[src/rtl/rr_io_pkg.sv]
package rr_io_pkg;
  localparam int NUM_THREADS = 8;
  localparam int PIN_W       = 8;
  localparam int SLOT_W      = $clog2(NUM_THREADS);
  localparam logic [SLOT_W-1:0] LAST_SLOT = SLOT_W'(NUM_THREADS - 1);

  typedef logic [PIN_W-1:0]  pin_t;
  typedef logic [SLOT_W-1:0] slot_t;

  // Masked merge: targeted bits take new data, the rest keep cur.
  function automatic pin_t apply_write(pin_t cur, pin_t data, pin_t mask);
    return (cur & ~mask) | (data & mask);
  endfunction
endpackage

[src/rtl/rr_slot_seq.sv]
module rr_slot_seq
  import rr_io_pkg::*;
(
  input  logic  clk,
  input  logic  rst_n,
  output slot_t slot,
  output logic  round_end
);
  slot_t slot_q;

  always_ff @(posedge clk) begin
    if (!rst_n)                slot_q <= '0;
    else if (slot_q == LAST_SLOT) slot_q <= '0;
    else                       slot_q <= slot_q + 1'b1;
  end

  assign slot      = slot_q;
  assign round_end = (slot_q == LAST_SLOT);


  slot_wrap_chk: assert property (@(posedge clk) disable iff (!rst_n)
    round_end |=> (slot == '0));

  slot_step_chk: assert property (@(posedge clk) disable iff (!rst_n)
    !round_end |=> (slot == SLOT_W'($past(slot) + 1'b1)));
endmodule

[src/rtl/rr_in_snap.sv]
module rr_in_snap
  import rr_io_pkg::*;
(
  input  logic clk,
  input  logic rst_n,
  input  logic capture,
  input  pin_t pins,
  output pin_t snap
);
  pin_t snap_q;

  always_ff @(posedge clk) begin
    if (!rst_n)       snap_q <= '0;
    else if (capture) snap_q <= pins;
  end

  assign snap = snap_q;


  snap_hold_chk: assert property (@(posedge clk) disable iff (!rst_n)
    !capture |=> $stable(snap));

  snap_load_chk: assert property (@(posedge clk) disable iff (!rst_n)
    capture |=> (snap == $past(pins)));
endmodule

[src/rtl/rr_out_merge.sv]
module rr_out_merge
  import rr_io_pkg::*;
(
  input  logic clk,
  input  logic rst_n,
  input  logic commit,
  input  logic wr_en,
  input  pin_t wr_mask,
  input  pin_t wr_data,
  output pin_t pins
);
  pin_t stage_q;
  pin_t out_q;
  pin_t merged;

  always_comb begin
    merged = stage_q;
    if (wr_en) merged = apply_write(stage_q, wr_data, wr_mask);
  end

  always_ff @(posedge clk) begin
    if (!rst_n) begin
      stage_q <= '0;
      out_q   <= '0;
    end else begin
      stage_q <= merged;
      if (commit) out_q <= merged;
    end
  end

  assign pins = out_q;


  out_hold_chk: assert property (@(posedge clk) disable iff (!rst_n)
    !commit |=> $stable(pins));

  idle_keep_chk: assert property (@(posedge clk) disable iff (!rst_n)
    !wr_en |=> (stage_q == $past(stage_q)));

  mask_keep_chk: assert property (@(posedge clk) disable iff (!rst_n)
    (commit && wr_en) |=> ((pins & ~$past(wr_mask)) == ($past(stage_q) & ~$past(wr_mask))));
endmodule

[src/rtl/rr_io_stage.sv]
module rr_io_stage
  import rr_io_pkg::*;
(
  input  logic              clk,
  input  logic              rst_n,
  input  logic [PIN_W-1:0]  pin_in,
  output logic [PIN_W-1:0]  pin_out,
  output logic [SLOT_W-1:0] cur_slot,
  output logic              round_start,
  input  logic              wr_en,
  input  logic [PIN_W-1:0]  wr_mask,
  input  logic [PIN_W-1:0]  wr_data,
  output logic [PIN_W-1:0]  rd_data
);
  slot_t slot_w;
  logic  round_end_w;

  rr_slot_seq u_seq (
    .clk       (clk),
    .rst_n     (rst_n),
    .slot      (slot_w),
    .round_end (round_end_w)
  );

  rr_in_snap u_snap (
    .clk     (clk),
    .rst_n   (rst_n),
    .capture (round_end_w),
    .pins    (pin_in),
    .snap    (rd_data)
  );

  rr_out_merge u_merge (
    .clk     (clk),
    .rst_n   (rst_n),
    .commit  (round_end_w),
    .wr_en   (wr_en),
    .wr_mask (wr_mask),
    .wr_data (wr_data),
    .pins    (pin_out)
  );

  assign cur_slot    = slot_w;
  assign round_start = (slot_w == '0);

  // pins and snapshot move on the same edge only
  pin_edge_chk: assert property (@(posedge clk) disable iff (!rst_n)
    !$stable(pin_out) |-> ($past(cur_slot) == LAST_SLOT));

  start_once_chk: assert property (@(posedge clk) disable iff (!rst_n)
    round_start |=> !round_start);
endmodule

[config.mk]
export PLATFORM = sky130hd
export DESIGN_NAME = rr_io_stage
export DESIGN_NICKNAME = d
export VERILOG_FILES = /design/src/rtl/rr_io_pkg.sv /design/src/rtl/rr_slot_seq.sv /design/src/rtl/rr_in_snap.sv /design/src/rtl/rr_out_merge.sv /design/src/rtl/rr_io_stage.sv
export SDC_FILE = /design/constraint.sdc
export NUM_CORES = 1
export LEC_CHECK = 0
export ABC_CLOCK_PERIOD_IN_PS = 1550
export BUFFER_PORTS_ARGS = -buffer_cell sky130_fd_sc_hd__buf_2
export CORE_ASPECT_RATIO = 0.75
export CORE_UTILIZATION = 25
export CTS_BUF_LIST = sky130_fd_sc_hd__clkbuf_8 sky130_fd_sc_hd__clkbuf_16
export CTS_CLUSTER_DIAMETER = 80
export DETAILED_ROUTE_END_ITERATION = 8
export GPL_ROUTABILITY_DRIVEN = 0
export HOLD_SLACK_MARGIN = 0.06
export SLEW_MARGIN = 25
export SYNTH_ARGS = -nofsm -noshare
export SYNTH_HDL_FRONTEND = slang
export SYNTH_SLANG_ARGS = --single-unit
[constraint.sdc]
create_clock -name clk -period 1.55 [get_ports clk]
set_clock_uncertainty 0.1 [all_clocks]
set_input_delay 0.465 -clock clk [delete_from_list [all_inputs] [get_ports clk]]
set_output_delay 0.465 -clock clk [all_outputs]
set_load 0.02 [all_outputs]
======== After elaboration in Yosys (flattened, before gate mapping) ========
Index checks and enable logic that the tools add are counted.
storage, ports and cells
  register bits ........................... 27
  bits of input ports ..................... 27
  output and inout port bits .............. 20
  logic and storage cells ................. 14
operators by class
  add/sub/neg operators ................... 1
  equal/unequal tests ..................... 1
  muxes and demuxes ....................... 1
  bitwise logic cells ..................... 5
  reductions and logical operators ........ 2
operators by type and width
  cell                   number
  $and A8 B8 Y8          2
  $mux W8                1
  $not A8 Y8             1
  $or A8 B8 Y8           1
  $add A3 B1 Y3 const B  1
  $eq A3 B3 Y1 const B   1
  $logic_not A3 Y1       1
  $reduce_or A2 Y1       1
  $not A1 Y1             1

======== Logic depth before layout (Yosys ltp) ========
  word-level depth ........................ 4
  depth in mapped cells ................... 6
  mapped depth without buffers ............ 4

======== Hierarchy ========
A second synthesis with hierarchy kept.
unflattened totals
  cell total of the unflattened synthesis .. 94
  area total of the unflattened synthesis .. 1,049.8 µm²
modules (own cells, without submodules)
  module        times used  cells each  area each (µm²)  sequential area each (µm²)
  rr_out_merge  1           60          623.1            320.3
  rr_in_snap    1           25          301.5            160.2
  rr_slot_seq   1           8           115.1            60.1
  rr_io_stage   1           1           10.0             0.0

======== Worst setup path after synthesis ========
No wires, ideal clock.
  path kind ............................... register -> register
  from .................................... reg u_seq.slot_q[0] (netlist: u_seq.slot[0])
  to ...................................... reg u_snap.snap_q[6] (netlist: u_snap.snap[6])
  arrival time ............................ 1.295 ns
  slack ................................... 0.039 ns
  cell stages (with the launch flop) ...... 7
  clock period less this slack ............ 1.511 ns
  cells stage by stage .................... dfxtp_1 ha_1 ha_1 buf_4 buf_6 mux2i_1 nor2b_1
between the ends
  word-level cells in the longest chain between the ends .. 1
RTL lines
  element                   line               RTL
  start: declaration        rr_slot_seq.sv:9   slot_t slot_q;
  start signal: assignment  rr_slot_seq.sv:14  else slot_q <= slot_q + 1'b1;
  $eq A3 B3 Y1              rr_slot_seq.sv:18  assign round_end = (slot_q == LAST_SLOT);
  end signal: assignment    rr_in_snap.sv:14   else if (capture) snap_q <= pins;
  end: declaration          rr_in_snap.sv:10   pin_t snap_q;
Every way passes these cells.
A chain may end at the register's enable or synchronous reset.

======== Worst setup path in the final report ========
  from .................................... reg u_seq.slot_q[0] (netlist: u_seq.slot[0])
  to ...................................... out round_start
between the ends
  word-level cells in the longest chain between the ends .. 1
RTL lines
  element           line               RTL
  $logic_not A3 Y1  rr_io_stage.sv:44  assign round_start = (slot_w == '0);
  end: declaration  rr_io_stage.sv:9   output logic round_start,
Every way passes these cells.

==> flow_summary_export.csv <==
group,metric,value,unit
setup_path,r2r_cells,6,
synthesis,syn_area,1080,µm²
die,num_rows,20,
synthesis,syn_avg_cell_area,10.9,µm²
placement,port_buffers,46,
pwr,ir_drop,495,µV
status,violations,"negative setup slack",
synthesis,seq_area_frac_synth,50.1,%
clock_tree,clk_path_buf_depth,2,
placement,dp_cells,194,
min_path,min_path_type,"in2reg",
drt,final_antenna_net_count,0,
timing,relSlewSlack,73.6,%
status,status,"finished, violations left",
final_layout,stdcell_count,200,
setup_path,critPathArrivalTime,1.03,ns
setup_path,endpoint,"round_start",
pwr,p_sw_share,23.3,%
timing,fin_crit_sh,103,%
setup_path,r2r_start,"u_seq.slot[0]",
setup_path,cp_slowest_stage_delay,0.34,ns
pwr,p_leak,0.000633,µW
setup_path,crit_start,"u_seq.slot[0]",
global_routing,grt_max_degree,28,
global_routing,antenna_found_initial,0,
clock_tree,cts_tree,"built",
timing,hold_viol_final,0,
clock_tree,clock_sinks,27,
die,dieArea,4580,µm²
clock_tree,h-tree-depth,1,
final_layout,drive_gt1_share,44.1,%
timing,finalSetupViolCount,1,
drt,wl_per_cell,11.8,µm
final_layout,fin_nets,176,
drt,vias,883,
pwr,p_int,971,µW
drt,drtIter0Drc,9,
setup_path,path_class,"reg2out",
pwr,power.switching,295,µW
setup_path,endpoint_kind,"output port",
synthesis,ys_warn_count,0,
die,ioPinCount,47,
clock_tree,cts_made_buffers,3,
placement,place_ws,0.131,ns
drt,routed_via_density,4.42,
drt,wirelength,2360,µm
setup_path,rrSetupSlack,0.08,ns
setup_path,r2r_end,"u_snap.snap[7]",
min_path,worstHoldStart,"pin_in[1]",
die,start_util,26.3,%
synthesis,yosysUniqueCellTypes,18,
pwr,clockPowerShare,30.8,%
pwr,power_frac_comb,12.2,%
global_routing,grt_util_all_layers,10.6,%
die,die_w,77.8,µm
timing,report.final.slew_viol_count,0,
synthesis,synthCells,99,
setup_path,worstPathRequired,0.98,ns
global_routing,grt_pass1_vias,882,
timing,max_freq,0.626,GHz
die,die_h,58.9,µm
drt,drtPass1Iterations,4,
timing,rsz0062_at_grt,"true",
setup_path,cp_max_fo,2,
clock_tree,clk_latency,0.27,ns
timing,fin_ws,-0.0469,ns
global_routing,grt_pass1_wl,3790,µm
flow_run,drv_cap,0,
placement,hpwl,1660,µm
clock_tree,path_clk_slew,0.09,ns
clock_tree,root_buffer,"clkbuf_8",
setup_path,cp-start-kind,"register",
global_routing,grt_overflow_total,0,
synthesis,synth_nets,129,
setup_path,cpMaxStageDelayCell,"dfxtp_2",
pwr,p_per_area,888,nW/µm²
final_layout,diodes,0,
pwr,seq_power_share,57.0,%
final_layout,areaGrowthSynthToFinish,32.1,%
timing,tightest_slew,0.397,ns
drt,drc,0,
setup_path,path_cells,"inv_2, ha_4, nor2b_4, buf_6",
die,core-area,4100,µm²
timing,finalCriticalPeriod,1.60,ns
synthesis,synth-seq-cells,27,
[routing by layer]
layer  GRT usage [%]  share of wire, %
met4            3.23               1.1
met3            2.79               4.6
met2            20.0                50
met1            11.9                44
met5               0                 0
[cell type report]
| cell class | instances | area [µm²] |
|---|---|---|
| clock buffers | 3 | 41.3 |
| clock inverters | 1 | 3.75 |
| fillers | 436 | 2680 |
| inverters | 2 | 7.51 |
| multi-input cells | 63 | 489 |
| flip-flops and latches | 27 | 543 |
| well taps | 55 | 68.8 |
| repair buffers | 49 | 272 |
[through the flow]
stage	hold WS [ns]	utilization (%)	setup TNS (ns)	cell area (µm²)	total power (µW)
5_1_grt	0.362	34.7	-0.119	1430	1340
4_1_cts	0.345	34.2	-0.0829	1400	1280
2_1_floorplan	0.453	-	0	1080	813
3_3_place_gp	0.351	32.6	0	1340	861
6_report	0.348	34.7	-0.0469	1430	1270
3_5_place_dp	0.380	32.6	0	1340	870
[Yosys cell counts]
library cell | number | area [µm²]
buf_6 | 2 | 22.5
a21bo_1 | 2 | 20.0
buf_4 | 2 | 15.0
inv_1 | 2 | 7.51
ha_1 | 3 | 37.5
dfxtp_1 | 27 | 541
nor2b_1 | 9 | 56.3
nand3_1 | 8 | 40.0
mux2i_1 | 8 | 80.1
nor3b_1 | 1 | 7.51
and3b_1 | 2 | 17.5
a21bo_2 | 6 | 60.1
buf_2 | 1 | 5.00
o21ai_1 | 8 | 40.0
a31oi_1 | 8 | 50.1
clkbuf_1 | 1 | 3.75
a21boi_1 | 8 | 60.1
buf_8 | 1 | 15.0
[cell families (layout without fill, tap and decap cells)]
group,count (synthesis),in the layout,synth area share (%)
and+or+nand+nor,20,20,11.3
AOI/OAI and AO/OA,32,32,21.3
adders and majority gates,3,3,3.48
buffers and inverters,9,55,6.38
muxes,8,8,7.42
DFF,27,27,50.1
[timing repair]
item / 4_1_cts / 5_1_grt
cloned: 0 / 0
setup endpoints to repair: 1 / 2
gates resized for setup: 6 / 4
pin swaps: 1 / 1
hold buffers: 0 / 0
setup buffers: 2 / 0
[power by group through the flow]
stage	combinational, µW	clock (µW)	sequential, µW
after floorplan	66.7	0	747
after global placement	126	0	735
after detailed placement	132	0	737
after CTS	145	415	721
after global routing	174	446	724
final	154	390	721
[cells in the final DEF, fill, tap and decap left out, drive strengths merged]
master and n:
a21bo 8, a21boi 8, a31oi 8, and3b 2, buf 49, clkbuf 3, dfxtp 27, ha 3
inv 3, mux2i 8, nand3 8, nor2b 9, nor3b 1, o21ai 8
[registers in the layout (all words and copies together), names as in the netlist]
| register | flops |
|---|---|
| u_merge.pins | 8 |
| u_seq.slot | 3 |
| u_snap.snap | 8 |
| u_merge.stage_q | 8 |
[worst max-delay path: cells and delay by family, from the launching register on]
kind | cells | cell delay [ns]
flops | 1 | 0.34
fa+ha+maj | 1 | 0.14
buf+inv | 2 | 0.17
simple gates | 1 | 0.12
[worst min-delay path by stage]
stage                               endpoint  slack, ns  cells after the start
final                         u_snap.snap[1]       0.35                      3
after global routing          u_snap.snap[3]       0.36                      3
after CTS                     u_snap.snap[1]       0.35                      3
after detailed placement       u_seq.slot[0]       0.38                      1
after global placement         u_seq.slot[0]       0.35                      1
after floorplan           u_merge.stage_q[5]       0.45                      2
Power figures use the tool's default switching activity.
